--- config.mk ---
export PLATFORM = sky130hd
export DESIGN_NAME = rfen_burst_seq
export DESIGN_NICKNAME = d
export VERILOG_FILES = /design/src/rtl/rfseq_pkg.sv /design/src/rtl/rfseq_timing.sv /design/src/rtl/rfseq_tmo.sv /design/src/rtl/rfen_burst_seq.sv
export SDC_FILE = /design/constraint.sdc
export NUM_CORES = 1
export LEC_CHECK = 0
export BUFFER_PORTS_ARGS = -buffer_cell sky130_fd_sc_hd__buf_4
export CORE_MARGIN = 3
export CORE_UTILIZATION = 45
export DETAILED_ROUTE_END_ITERATION = 8
export GPL_ROUTABILITY_DRIVEN = 0
export MAX_ROUTING_LAYER = met4
export PLACE_DENSITY = 0.72
export SYNTH_ARGS = -nofsm -noshare
export SYNTH_HDL_FRONTEND = slang
export SYNTH_SLANG_ARGS = --single-unit
--- constraint.sdc ---
create_clock -name clk_i -period 8.2 [get_ports clk_i]
set_clock_uncertainty 0.2 [all_clocks]
set_input_delay 0.41 -clock clk_i [delete_from_list [all_inputs] [get_ports clk_i]]
set_output_delay 0.41 -clock clk_i [all_outputs]
set_load 0.005 [all_outputs]
--- src/rtl/rfseq_pkg.sv ---
package rfseq_pkg;

    typedef enum logic [2:0] {
        ST_IDLE,
        ST_PWRUP,
        ST_PLL,
        ST_START,
        ST_WAIT,
        ST_GAP,
        ST_TAIL,
        ST_SHUT
    } seq_state_e;

endpackage

--- src/rtl/rfseq_timing.sv ---
module rfseq_timing #(
    parameter int unsigned TICKS_PER_100US = 1,
    parameter int unsigned GW = 10,
    parameter int unsigned TW = 18
) (
    input  logic [1:0]    rate_sel_i,
    input  logic [1:0]    guard_sel_i,
    input  logic [1:0]    tmo_sel_i,
    input  logic [1:0]    min_sel_i,
    output logic [GW-1:0] guard_ticks_o,
    output logic [TW-1:0] tmo_ticks_o,
    output logic          tmo_en_o,
    output logic [3:0]    min_words_o
);

    localparam logic [GW-1:0] UNIT  = GW'(TICKS_PER_100US);
    localparam logic [GW-1:0] GBASE1 = GW'(64 * TICKS_PER_100US);
    localparam logic [GW-1:0] GBASE2 = GW'(256 * TICKS_PER_100US);
    localparam logic [GW-1:0] GBASE3 = GW'(768 * TICKS_PER_100US);
    localparam logic [TW-1:0] TLIM1 = TW'(8000 * TICKS_PER_100US);
    localparam logic [TW-1:0] TLIM2 = TW'(32000 * TICKS_PER_100US);
    localparam logic [TW-1:0] TLIM3 = TW'(256000 * TICKS_PER_100US);

    logic [GW-1:0] te;

    always_comb begin
        te = UNIT << rate_sel_i;
        unique case (guard_sel_i)
            2'd0:    guard_ticks_o = te;
            2'd1:    guard_ticks_o = GBASE1 + (te << 1);
            2'd2:    guard_ticks_o = GBASE2 + (te << 1);
            default: guard_ticks_o = GBASE3 + (te << 1);
        endcase
        tmo_en_o = (tmo_sel_i != 2'd0);
        unique case (tmo_sel_i)
            2'd1:    tmo_ticks_o = TLIM1;
            2'd2:    tmo_ticks_o = TLIM2;
            2'd3:    tmo_ticks_o = TLIM3;
            default: tmo_ticks_o = '0;
        endcase
        min_words_o = 4'd1 << min_sel_i;
    end

endmodule

--- src/rtl/rfseq_tmo.sv ---
module rfseq_tmo #(
    parameter int unsigned TW = 18
) (
    input  logic          clk_i,
    input  logic          rst_ni,
    input  logic          clr_i,
    input  logic          run_i,
    input  logic          tick_i,
    input  logic          en_i,
    input  logic [TW-1:0] limit_i,
    output logic          expired_o
);

    typedef struct packed {
        logic [TW-1:0] cnt;
        logic          hit;
    } tmo_t;

    tmo_t tmo_d, tmo_q;

    always_comb begin
        tmo_d = tmo_q;
        if (clr_i) begin
            tmo_d = '0;
        end else if (run_i && tick_i && !tmo_q.hit) begin
            tmo_d.cnt = tmo_q.cnt + 1'b1;
            if (en_i && (tmo_d.cnt == limit_i)) begin
                tmo_d.hit = 1'b1;
            end
        end
    end

    always_ff @(posedge clk_i or negedge rst_ni) begin
        if (!rst_ni) begin
            tmo_q <= '0;
        end else begin
            tmo_q <= tmo_d;
        end
    end

    assign expired_o = tmo_q.hit;

endmodule

--- src/rtl/rfen_burst_seq.sv ---
module rfen_burst_seq
    import rfseq_pkg::*;
#(
    parameter int unsigned TICKS_PER_100US = 1,
    parameter int unsigned PWRUP_TICKS = 16,
    parameter int unsigned PLL_TICKS = 8
) (
    input  logic       clk_i,
    input  logic       rst_ni,
    input  logic       tick_i,
    input  logic       btn_i,
    input  logic [1:0] min_words_i,
    input  logic [1:0] guard_sel_i,
    input  logic [1:0] tmo_sel_i,
    input  logic [1:0] rate_sel_i,
    input  logic       word_done_i,
    output logic       rf_en_o,
    output logic       word_start_o,
    output logic       shutdown_o
);

    localparam int unsigned GUARD_MAX = (768 + 16) * TICKS_PER_100US;
    localparam int unsigned GW = $clog2(GUARD_MAX + 1);
    localparam int unsigned TMO_MAX = 256000 * TICKS_PER_100US;
    localparam int unsigned TW = $clog2(TMO_MAX + 1);
    localparam int unsigned DLY_MAX = (PWRUP_TICKS > PLL_TICKS) ? PWRUP_TICKS : PLL_TICKS;
    localparam int unsigned DW = $clog2(DLY_MAX + 1);
    localparam int unsigned CW = (GW > DW) ? GW : DW;
    localparam logic [CW-1:0] PWRUP_LIM = CW'(PWRUP_TICKS);
    localparam logic [CW-1:0] PLL_LIM = CW'(PLL_TICKS);

    typedef struct packed {
        seq_state_e    st;
        logic [CW-1:0] cnt;
        logic [3:0]    words;
    } seq_t;

    seq_t seq_d, seq_q;

    logic [GW-1:0] guard_ticks;
    logic [TW-1:0] tmo_ticks;
    logic          tmo_en;
    logic [3:0]    min_words;
    logic          tmo_exp;
    logic [CW-1:0] lim;
    logic          span_end;
    logic [3:0]    words_nx;

    rfseq_timing #(
        .TICKS_PER_100US(TICKS_PER_100US),
        .GW(GW),
        .TW(TW)
    ) u_timing (
        .rate_sel_i   (rate_sel_i),
        .guard_sel_i  (guard_sel_i),
        .tmo_sel_i    (tmo_sel_i),
        .min_sel_i    (min_words_i),
        .guard_ticks_o(guard_ticks),
        .tmo_ticks_o  (tmo_ticks),
        .tmo_en_o     (tmo_en),
        .min_words_o  (min_words)
    );

    rfseq_tmo #(
        .TW(TW)
    ) u_tmo (
        .clk_i    (clk_i),
        .rst_ni   (rst_ni),
        .clr_i    (seq_q.st == ST_IDLE),
        .run_i    ((seq_q.st != ST_IDLE) && (seq_q.st != ST_SHUT)),
        .tick_i   (tick_i),
        .en_i     (tmo_en),
        .limit_i  (tmo_ticks),
        .expired_o(tmo_exp)
    );

    always_comb begin
        seq_d = seq_q;
        unique case (seq_q.st)
            ST_PWRUP: lim = PWRUP_LIM;
            ST_PLL:   lim = PLL_LIM;
            default:  lim = CW'(guard_ticks);
        endcase
        span_end = tick_i && ((seq_q.cnt + 1'b1) == lim);
        words_nx = (seq_q.words == 4'd8) ? 4'd8 : seq_q.words + 4'd1;

        unique case (seq_q.st)
            ST_IDLE: begin
                seq_d.cnt   = '0;
                seq_d.words = '0;
                if (btn_i) begin
                    seq_d.st = ST_PWRUP;
                end
            end
            ST_PWRUP: begin
                if (span_end) begin
                    seq_d.st  = ST_PLL;
                    seq_d.cnt = '0;
                end else if (tick_i) begin
                    seq_d.cnt = seq_q.cnt + 1'b1;
                end
            end
            ST_PLL: begin
                if (span_end) begin
                    seq_d.st  = ST_START;
                    seq_d.cnt = '0;
                end else if (tick_i) begin
                    seq_d.cnt = seq_q.cnt + 1'b1;
                end
            end
            ST_START: begin
                seq_d.st = ST_WAIT;
            end
            ST_WAIT: begin
                if (word_done_i) begin
                    seq_d.words = words_nx;
                    seq_d.cnt   = '0;
                    if (!tmo_exp && (btn_i || (words_nx < min_words))) begin
                        seq_d.st = ST_GAP;
                    end else begin
                        seq_d.st = ST_TAIL;
                    end
                end
            end
            ST_GAP: begin
                if (span_end) begin
                    seq_d.cnt = '0;
                    seq_d.st  = tmo_exp ? ST_SHUT : ST_START;
                end else if (tick_i) begin
                    seq_d.cnt = seq_q.cnt + 1'b1;
                end
            end
            ST_TAIL: begin
                if (span_end) begin
                    seq_d.cnt = '0;
                    seq_d.st  = tmo_exp ? ST_SHUT : ST_IDLE;
                end else if (tick_i) begin
                    seq_d.cnt = seq_q.cnt + 1'b1;
                end
            end
            default: begin
                if (!btn_i) begin
                    seq_d.st = ST_IDLE;
                end
            end
        endcase
    end

    always_ff @(posedge clk_i or negedge rst_ni) begin
        if (!rst_ni) begin
            seq_q <= '{st: ST_IDLE, cnt: '0, words: '0};
        end else begin
            seq_q <= seq_d;
        end
    end

    assign rf_en_o = (seq_q.st == ST_PLL) || (seq_q.st == ST_START) || (seq_q.st == ST_WAIT)
                  || (seq_q.st == ST_GAP) || (seq_q.st == ST_TAIL);
    assign word_start_o = (seq_q.st == ST_START);
    assign shutdown_o   = (seq_q.st == ST_SHUT);

endmodule

# Word level (Yosys, flattened, before mapping)
# Index checks and enable logic that the tools add are counted.
[word_totals]
register_bits = 36
inputBits = 13
out_inout_bits = 3
elab_cells = 85
[classes]
add_sub_neg = 6
order_cmp = 1
eq_ne = 24
shift = 2
mux = 22
n_reduce_logical = 25
[op_table]
columns = ["cell", "count"]
rows = [
  ["$pmux W10 S3", 2],
  ["$pmux W18 S3", 1],
  ["$mux W19", 2],
  ["$mux W3", 8],
  ["$pmux W3 S7", 1],
  ["$mux W10", 2],
  ["$pmux W10 S2", 1],
  ["$add A18 B1 Y18 const B", 1],
  ["$eq A18 B18 Y1", 1],
  ["$mux W17", 1],
  ["$eq A3 B3 Y1 const B", 4],
  ["$ne A2 B2 Y1 const B", 6],
  ["$add A10 B1 Y10 const B", 1],
  ["$add A10 B10 Y10 const A", 1],
  ["$add A7 B10 Y10 const A", 1],
  ["$add A9 B10 Y10 const A", 1],
  ["$eq A10 B10 Y1", 1],
  ["$shl A1 B2 Y10 const A", 1],
  ["$ne A8 B1 Y1 const B", 1],
  ["$pmux W4 S2", 1],
  ["$reduce_bool A2 Y1", 4],
  ["$reduce_and A7 Y1", 1],
  ["$eq A2 B2 Y1 const B", 3],
  ["$eq A3 B2 Y1 const B", 2],
  ["20 further kinds", 32],
]

# Depth between registers and ports, before layout
# Gate-level depths: netlist of the first run.
[logic_depth]
word_depth = 8
depth_mapped = 12
depth_no_buf = 12

# Hierarchy
# From an unflattened synthesis of the first run, not the netlist that was laid out.
[hier_totals]
hier_cells = 445
hier_area_um2 = 3647.2
[modules_own_cells]
columns = ["module", "instances", "cells_each", "area_each_um2", "seq_area_each_um2"]
rows = [
  ["rfen_burst_seq", 1, 227, 1845.5, 425.4],
  ["rfseq_tmo", 1, 175, 1492.7, 475.5],
  ["rfseq_timing", 1, 43, 309.0, 0.0],
]

# Least setup slack after synthesis of the first run
# Ideal clock, no wire load.
[synth_path]
path_type = "flip-flop to flip-flop"
start = "register seq_q[4] (netlist bit)"
end = "register seq_q[4] (netlist bit)"
setup_ps = 125
t_arrival_ps = 2321
required_ps = 7875
path_slack_ps = 5554
path_stages_with_launch = 10
path_buffers = 0
period_less_slack_ps = 2646
path_cell_list = "dfrtp_1 > ha_1 > nand3_2 > or3_4 > a2111o_1 > o211ai_2 > nand4_2 > o21ai_4 > nor2_2 > mux2_2"
[synth_via]
elab_chain_cells = 5
word_cells_on_any_way = 8
cone_classes = "add/sub: 1; eq/ne: 2; mux: 3; reduce/logical: 2"
[synth_rtl]
columns = ["item", "line", "rtl"]
rows = [
  ["start, declared", "rfen_burst_seq.sv:38", "seq_t seq_d, seq_q;"],
  ["start signal, assigned", "rfen_burst_seq.sv:151", "seq_q <= '{st: ST_IDLE, cnt: '0, words: '0};"],
  ["start signal, assigned", "rfen_burst_seq.sv:153", "seq_q <= seq_d;"],
  ["$add A10 B1 Y10 *", "n/a", ""],
  ["$eq A10 B10 Y1", "rfen_burst_seq.sv:84", "span_end = tick_i && ((seq_q.cnt + 1'b1) == lim);"],
  ["$logic_and A1 B1 Y1", "rfen_burst_seq.sv:84", ""],
  ["$ne A3 B1 Y1 (no source line) or $mux W10 (tied branches)", "n/a", ""],
  ["$reduce_and A3 Y1 (no source line) or $pmux W10 S3 (tied branches)", "n/a", ""],
]
# Every way passes the cells marked *; elsewhere a longest branch is shown, timed or not. The select of a mux whose other input is x is not followed.
# A chain may end at the register's enable or synchronous reset.

# Worst setup path in the final report of the first run
# Ends and elaborated chain as after synthesis.

==> impl_metrics.json, run 1 <==
{
  "ios": 16,
  "path_class": "reg -> reg",
  "cp.required_ns": 8.17,
  "totalWireLength_um": 6883,
  "synthTopCellsByCount": "48 x nor2_1, 37 x nand2_1, 36 x dfrtp_1",
  "worstHoldStart": "word_done_i",
  "tns_ns": 0,
  "vias": 2745,
  "synth.area.top_cells": "dfrtp_1 30%, nor2_1 6.0%, xor2_1 5.5%",
  "synth_area_per_cell_um2": 8.008,
  "finalHoldViolCount": 0,
  "ir_drop_mv": 0.07102,
  "synthFlopType": "dfrtp_1",
  "core_um2": 6422,
  "rows": 29,
  "cts_buffers": 5,
  "drtIter0Drc": 80,
  "reg2reg_depth": 9,
  "cts_sinks": 36,
  "route.detailed.wl_per_inst_um": 15.06,
  "min_path_cells": 4,
  "synthToLayoutAreaGrowth_pct": 7.792,
  "clockBufferDepth": 2,
  "status": "finished clean",
  "hpwl_um": 5002,
  "fillers": 613,
  "place_inst": 449,
  "hold_class": "in -> reg",
  "nNetsFinal": 406,
  "fmax_mhz": 337.2,
  "die_h_um": 87.69,
  "die_x_um": 87.69,
  "antenna_left": 0,
  "critPathLaunch": "seq_q[4]",
  "synth.most_common_cell": "nor2_1",
  "start_kind": "register",
  "htreeDepth": 2,
  "maxCapViolations": 0,
  "instances_no_fill": 457,
  "worst_pin_slew_ns": 0.9138,
  "rsz0062_at_grt": "false",
  "clockRootBuffer": "clkbuf_8",
  "syn-num-nets": 401,
  "relSlewSlack": 0.3908,
  "end_kind": "register",
  "antenna_found_initial": 0,
  "grt_pass1_vias": 2700,
  "routed_via_density": 6.007,
  "die_area_um2": 7690,
  "slew_viol_final": 0,
  "clkTransAtPathRegs_ns": 0.08,
  "fin_crit_ns": 2.965,
  "dr.pass1.iters": 4,
  "crit_fanout": 9,
  "postSynthCellCount": 375,
  "cts_tree": "yes",
  "power_density_nw_per_um2": 198.4,
  "ys_warn_count": 0,
  "start_util": 0.4676,
  "yosysTopAreaCellShare": 0.3000,
  "syn-cell-area_um2": 3003,
  "async_flop_share": 1.000,
  "grt_use_total": 0.1994,
  "crit_arrival_ns": 2.94,
  "seq_area_frac_synth": 0.3000,
  "num_antenna_cells": 0,
  "portBuffers": 15,
  "setup_viol": 0,
  "yosysTopAreaCell": "dfrtp_1",
  "grt_max_degree": 37,
  "grt-ovfl-total": 0,
  "drive_above_1_share": 0.1105,
  "ys_ff_latch": 36,
  "clk_latency_ns": 0.29,
  "p_leak_nw": 1.344,
  "synth_cell_types": 65,
  "reg2reg_from": "seq_q[4]",
  "synth_edf_count": 0,
  "post-route-period-util": 0.3616,
  "drc_errors": 0,
  "post_cts_resized": 0,
  "grt_pass1_wl_um": 12000
}
logic make-up after synthesis:
family                   Yosys count  share of synthesized area
flip-flops                        36                     0.3000
XOR/XNOR                          34                     0.1017
AO/OA/AOI/OAI                     84                     0.1942
AND/OR/NAND/NOR                  173                     0.2925
adder cells (fa/ha/maj)           13                    0.05417
buffers and inverters             30                    0.03999
multiplexers                       5                    0.01750
layer usage:
layer	vias to the layer above	wire length (um)	track usage	share of wire
met5	-	0	-	0
met4	0	100	0.06137	0.015
li1	1352	-	-	-
met3	15	199	0.02634	0.029
met1	1319	3196	0.2455	0.46
met2	59	3386	0.3390	0.49
area by class of cell:
| cell class | count | area, um2 | share of cell area |
|---|---|---|---|
| inverter | 10 | 37.54 | 0.01160 |
| timing repair buffer | 18 | 137.6 | 0.04252 |
| tap | 77 | 96.34 | 0.02976 |
| multi-input combinational | 309 | 1987 | 0.6138 |
| sequential | 36 | 900.9 | 0.2783 |
| clock inverter | 1 | 5.005 | 0.001546 |
| clock buffer | 6 | 72.57 | 0.02242 |
sequential cells by signal, indices dropped and copies added (netlist names):
signal,count
seq_q,17
u_tmo.expired_o,1
u_tmo.tmo_q,18
power breakdown:
group          internal, mW  total, mW  switching, mW
registers             0.208      0.270         0.0619
logic                 0.105      0.251          0.147
clock network        0.0578      0.121         0.0630
total                 0.371      0.642          0.272
critical path, stage by stage (launching register included):
cell	delay [ns]
dfrtp_1	0.46
ha_1	0.28
nand3_2	0.16
xor2_1	0.21
or3_1	0.40
a211oi_2	0.29
nand4_2	0.17
o21ai_4	0.30
nor2_2	0.09
mux2_2	0.30
per-stage QoR:
step                cell area [um2]  power [mW]  setup slack (ns)  hold slack [ns]  utilization
floorplan                      3003      0.4562             5.554         -0.08559            -
global placement               3149      0.5130             5.298           0.2013       0.4904
detailed placement             3149      0.5230             5.250           0.2026       0.4904
CTS                            3237      0.6490             5.227           0.3154       0.5040
global route                   3237      0.6953             4.998           0.3426       0.5040
finish                         3237      0.6421             5.235           0.3305       0.5040
placed cells by master (no fill, tap or decap), drive strengths merged, types with 4 or more instances in the layout:
| cell | synthesis | layout |
|---|---|---|
| a22o | 4 | 4 |
| inv | 9 | 9 |
| ha | 13 | 13 |
| nor2 | 49 | 49 |
| nor3 | 14 | 14 |
| o21ai | 24 | 24 |
| or3 | 6 | 6 |
| nand3 | 24 | 24 |
| xor2 | 20 | 20 |
| a31oi | 6 | 6 |
| dfrtp | 36 | 36 |
| a21oi | 16 | 16 |
| and3 | 5 | 5 |
| nand2b | 7 | 7 |
| nor4 | 5 | 5 |
| xnor2 | 14 | 14 |
| nand2 | 37 | 37 |
| clkbuf | 15 | 6 |
| buf | 5 | 17 |
| nand4 | 7 | 7 |
worst paths after layout:
check,to,slack (ns)
worst max-delay path,seq_q[4],5.23
worst min-delay path,seq_q[15],0.33
worst max register to register,seq_q[4],5.23
worst min register to register,seq_q[0],0.38
max in group asynchronous,u_tmo.tmo_q[3],7.03
min in group asynchronous,seq_q[3],0.42
what timing repair did:
item	CTS	global route
endpoints found under the hold margin	36	0
buffers inserted	0	0
hold buffers	1	0
endpoints found under the setup margin	0	0
Power figures use the tool's default switching activity.
==> run 2, diff against run 1 <==
==> constraint.sdc (replaced) <==
create_clock -name clk_i -period 2.8 [get_ports clk_i]
set_clock_uncertainty 0.2 [all_clocks]
set_input_delay 0.14 -clock clk_i [delete_from_list [all_inputs] [get_ports clk_i]]
set_output_delay 0.14 -clock clk_i [all_outputs]
set_load 0.005 [all_outputs]
==> run 2 against run 1 <==
Critical path type unchanged. Wire length is 3.2% higher. Critical endpoint is now seq_q[13]. Hold slack lost 0.27 ns. Register-to-register slack worse by 5.1 ns.
==> impl_metrics.json, run 2 (same netlist as run 1, synthesis figures left out) <==
{
  "portBuffers": 15,
  "clockPowerShare": 0.188,
  "drive_above_1_share": 0.1654,
  "crit_fanout": 8,
  "grtUsageMet1": 0.2564,
  "clkTransAtPathRegs_ns": 0.07,
  "antenna_left": 0,
  "cts_sinks": 36,
  "start_kind": "register",
  "met2_usage": 0.3212,
  "regToRegSetupSlack_ns": 0.11,
  "status": "finished clean",
  "timing.rr.end": "seq_q[13]",
  "power.total_mw": 2.068,
  "grt_pass1_wl_um": 12100,
  "crit_end": "seq_q[13]",
  "largest_reg_flops": 18,
  "p_leak_nw": 1.447,
  "critPathLaunch": "seq_q[5]",
  "top_usage_layer": "met2",
  "core_um2": 6422,
  "power_density_nw_per_um2": 602.7,
  "drtIter0Drc": 159,
  "grt-ovfl-total": 0,
  "nNetsFinal": 424,
  "hpwl_um": 5179,
  "finalHoldViolCount": 0,
  "route.detailed.wl_per_inst_um": 14.92,
  "ios": 16,
  "clockRootBuffer": "clkbuf_8",
  "clk_latency_ns": 0.29,
  "instances_no_fill": 476,
  "clockBufferDepth": 2,
  "place_inst": 464,
  "intPower_mw": 1.209,
  "grt_max_degree": 37,
  "dpl_worst_slack_ns": 0.04012,
  "place_area_um2": 3262,
  "num_antenna_cells": 0,
  "slew_viol_final": 0,
  "fin_ws_ns": 0.1122,
  "tns_ns": 0,
  "die_x_um": 87.69,
  "seqPwrFrac": 0.377,
  "drc_errors": 0,
  "cts_tree": "yes",
  "grt_pass1_vias": 2639,
  "routed_via_density": 5.840,
  "start_util": 0.4676,
  "end_kind": "register",
  "relSlewSlack": 0.6843,
  "grt_use_total": 0.1990,
  "antenna_found_initial": 0,
  "mostFrequentLayoutCells": "48 x nor2_1, 37 x nand2_1, 35 x buf_4, 35 x dfrtp_1, 23 x nand3_1",
  "switching_power_uw": 858.4,
  "path_class": "reg -> reg",
  "post-route-period-util": 0.9599,
  "regMostFlops": "u_tmo.tmo_q",
  "synthToLayoutAreaGrowth_pct": 14.25,
  "final_common_cell": "nor2_1",
  "vias": 2780,
  "reg2reg_from": "seq_q[5]",
  "cts_buffers": 5,
  "design_area_um2": 3431,
  "fin_crit_ns": 2.688,
  "fmax_mhz": 372.1,
  "power_frac_comb": 0.435,
  "hold_slack_ns": 0.05606,
  "met3_usage": 0.04139,
  "switching_share": 0.4152,
  "maxCapViolations": 0,
  "totalWireLength_um": 7101,
  "setup_viol": 0,
  "ir_drop_mv": 0.2447,
  "htreeDepth": 2,
  "reg2reg_depth": 9,
  "post-route-util": 0.5342,
  "cp.required_ns": 2.78,
  "rows": 29,
  "die_area_um2": 7690,
  "hold_class": "in -> reg",
  "worst_pin_slew_ns": 0.4736,
  "die_h_um": 87.69,
  "dr.pass1.iters": 4,
  "crit_arrival_ns": 2.67
}
-- run 2: area by class of cell --
type | count | area, um2
sequential | 36 | 902.1
multi-input combinational | 309 | 2029
tap | 77 | 96.34
timing repair buffer | 36 | 272.8
clock inverter | 2 | 10.01
clock buffer | 6 | 82.58
inverter | 10 | 37.54
fill | 606 | 2992
-- run 2: worst min path at each step --
stage | startpoint | end | slack [ns] | depth (start not counted)
after floorplan | rst_ni | seq_q[0] | -0.36 | 0
after global placement | rst_ni | seq_q[16] | -0.07 | 1
after detailed placement | rst_ni | seq_q[16] | -0.06 | 1
after CTS | word_done_i | seq_q[15] | 0.05 | 4
after global routing | word_done_i | seq_q[15] | 0.09 | 4
final | word_done_i | seq_q[15] | 0.06 | 4
-- run 2: layer usage --
metal / routed length (um) / vias to the layer above
met2: 3482 / 50
met4: 44 / 0
met3: 213 / 6
li1: - / 1386
met1: 3361 / 1338
met5: 0 / -
-- run 2: critical path, cell delays in order (launching register included) --
cell and delay [ns]:
dfrtp_1 0.42, ha_2 0.23, buf_4 0.15, xor2_2 0.17, or4bb_1 0.49, nand3_1 0.09
nand3_1 0.15, o21ai_4 0.34, o21ai_1 0.10, a22o_1 0.24
-- run 2: power groups by stage --
stage          combinational, mW  sequential (mW)  clock (mW)
2_1_floorplan              0.639            0.697           0
3_3_place_gp               0.829            0.760           0
3_5_place_dp               0.848            0.765           0
4_1_cts                    0.855            0.757       0.402
5_1_grt                     1.01            0.799       0.429
6_report                   0.899            0.779       0.389
-- run 2: what timing repair did --
action                                  in CTS  in global routing
buffers inserted                             0                  3
endpoints found under the setup margin       0                  8
hold endpoints to repair                    36                  0
hold buffers                                 1                  0
resized for setup                            0                  8
==> run 3, diff against run 2 <==
--- a/config.mk
+++ b/config.mk
@@ -11,7 +11,7 @@
 export DETAILED_ROUTE_END_ITERATION = 8
 export GPL_ROUTABILITY_DRIVEN = 0
 export MAX_ROUTING_LAYER = met4
-export PLACE_DENSITY = 0.72
+export SKIP_CTS_REPAIR_TIMING = 1
 export SYNTH_ARGS = -nofsm -noshare
 export SYNTH_HDL_FRONTEND = slang
 export SYNTH_SLANG_ARGS = --single-unit
==> run 3 against run 2 <==
Hold slack worse by 0.0090 ns. Critical path depth unchanged. Maximum frequency barely moved. Global-route usage grew 0.55 points. Combinational power is 8.1% higher. Clock power grew 29%. Via count up 0.68%. First-iteration DRC count decreased by 16%. Power is 7.4% higher. Largest power group unchanged. Highest routed layer unchanged.
==> impl_metrics.json, run 3 (same netlist as run 1, synthesis figures left out) <==
{
  "cts_sinks": 36,
  "setup_viol": 0,
  "post-route-period-util": 0.9592,
  "grt_use_total": 0.2045,
  "end_kind": "register",
  "ios": 16,
  "regMostFlops": "u_tmo.tmo_q",
  "crit_chain": "ha_1 -> nand3_4 -> or3_4 -> a2111o_1 -> o211ai_2 -> nand4_4 -> o21ai_4 -> nor2_2 -> mux2_2",
  "largest_reg_flops": 18,
  "cp_top_family": "simple AND/OR/NAND/NOR gates",
  "die_area_um2": 7690,
  "post-route-util": 0.5472,
  "path_class": "reg -> reg",
  "intPower_mw": 1.357,
  "maxCapViolations": 0,
  "route.detailed.wl_per_inst_um": 15.00,
  "antenna_found_initial": 0,
  "htreeDepth": 2,
  "grt_pass1_vias": 2632,
  "cp.required_ns": 2.78,
  "nNetsFinal": 429,
  "rsz0062_at_grt": "false",
  "cts_buffers": 5,
  "worstHoldStart": "btn_i",
  "grt_max_degree": 37,
  "drtIter0Drc": 134,
  "num_antenna_cells": 0,
  "power_density_nw_per_um2": 632.1,
  "cp_slowest_stage_delay_ns": 0.41,
  "crit_fanout": 6,
  "min_path_cells": 3,
  "clkTransAtPathRegs_ns": 0.07,
  "grt_pass1_wl_um": 12210,
  "final_common_cell": "nor2_1",
  "totalWireLength_um": 7216,
  "cts_tree": "yes",
  "clockBufferDepth": 2,
  "seqPwrFrac": 0.337,
  "synthToLayoutAreaGrowth_pct": 17.04,
  "rows": 29,
  "vias": 2799,
  "regToRegSetupSlack_ns": 0.11,
  "clockRootBuffer": "clkbuf_8",
  "reg2reg_from": "seq_q[5]",
  "portBuffers": 15,
  "crit_arrival_ns": 2.66,
  "reg2reg_depth": 9,
  "switching_share": 0.3892,
  "dr.pass1.iters": 4,
  "clk_latency_ns": 0.29,
  "timing.rr.end": "seq_q[4]",
  "status": "finished clean",
  "hold_class": "in -> reg",
  "hold_slack_ns": 0.04704,
  "routed_via_density": 5.819,
  "finalHoldViolCount": 0,
  "drive_above_1_share": 0.1757,
  "hpwl_um": 5330,
  "drc_errors": 0,
  "clockPowerShare": 0.225,
  "switching_power_uw": 864.7,
  "start_util": 0.4676,
  "die_h_um": 87.69,
  "p_leak_nw": 1.483,
  "cp_slowest_cell": "or3_4",
  "power.total_mw": 2.221,
  "die_x_um": 87.69,
  "tns_ns": 0,
  "grt-ovfl-total": 0,
  "core_um2": 6422,
  "slew_viol_final": 0,
  "antenna_left": 0,
  "worst_pin_slew_ns": 0.4675,
  "start_kind": "register",
  "relSlewSlack": 0.6883,
  "power_frac_comb": 0.438,
  "ir_drop_mv": 0.2692,
  "fmax_mhz": 372.3,
  "mostFrequentLayoutCells": "47 x nor2_1, 38 x buf_4, 37 x nand2_1",
  "critPathBufInv": 0,
  "holdPathEnd": "seq_q[16]",
  "fin_crit_ns": 2.686
}
-- run 3: layout make-up --
cell class / count / area (um2)
Timing Repair Buffer: 40 / 306.5
Clock buffer: 7 / 96.34
Sequential cell: 36 / 902.1
Clock inverter: 1 / 30.03
Fill cell: 614 / 2908
Multi-Input combinational cell: 310 / 2046
Inverter: 10 / 37.54
Tap cell: 77 / 96.34
-- run 3: metrics by stage --
step                      setup slack (ns)  instances  cell area, um2
after floorplan                     0.1540        375            3003
after global placement              0.1116        469            3299
after detailed placement           0.04956        469            3299
after CTS                          0.02511        477            3426
after global routing               0.01190        481            3515
final                               0.1143        481            3515
-- run 3: routing by layer --
metal	vias to the layer above	track usage	routed length, um
met5	-	-	0
met4	0	0.05579	100
met3	9	0.03104	184
met2	49	0.3342	3534
met1	1347	0.2635	3397
li1	1394	-	-
-- run 3: power groups by stage --
stage / Sequential, mW / Combinational (mW) / Clock, mW
2_1_floorplan: 0.697 / 0.639 / 0
3_3_place_gp: 0.741 / 0.897 / 0
3_5_place_dp: 0.744 / 0.908 / 0
4_1_cts: 0.735 / 0.912 / 0.518
5_1_grt: 0.766 / 1.09 / 0.538
6_report: 0.748 / 0.972 / 0.501
-- run 3: worst max-delay path by stage --
stage,start,to,slack [ns],depth (start not counted)
detailed placement,seq_q[5],seq_q[4],0.05,9
finish,seq_q[5],seq_q[4],0.11,9
global placement,seq_q[5],seq_q[4],0.11,9
CTS,seq_q[5],seq_q[4],0.03,9
global route,seq_q[14],u_tmo.expired_o,0.01,9
floorplan,seq_q[4],seq_q[4],0.15,9
-- run 3: worst register-to-register path, stage by stage (launching register included) --
cell and delay [ns]:
dfrtp_1 0.37, ha_1 0.22, nand3_4 0.12, or3_4 0.41
a2111o_1 0.40, o211ai_2 0.11, nand4_4 0.16, o21ai_4 0.25
nor2_2 0.09, mux2_2 0.26
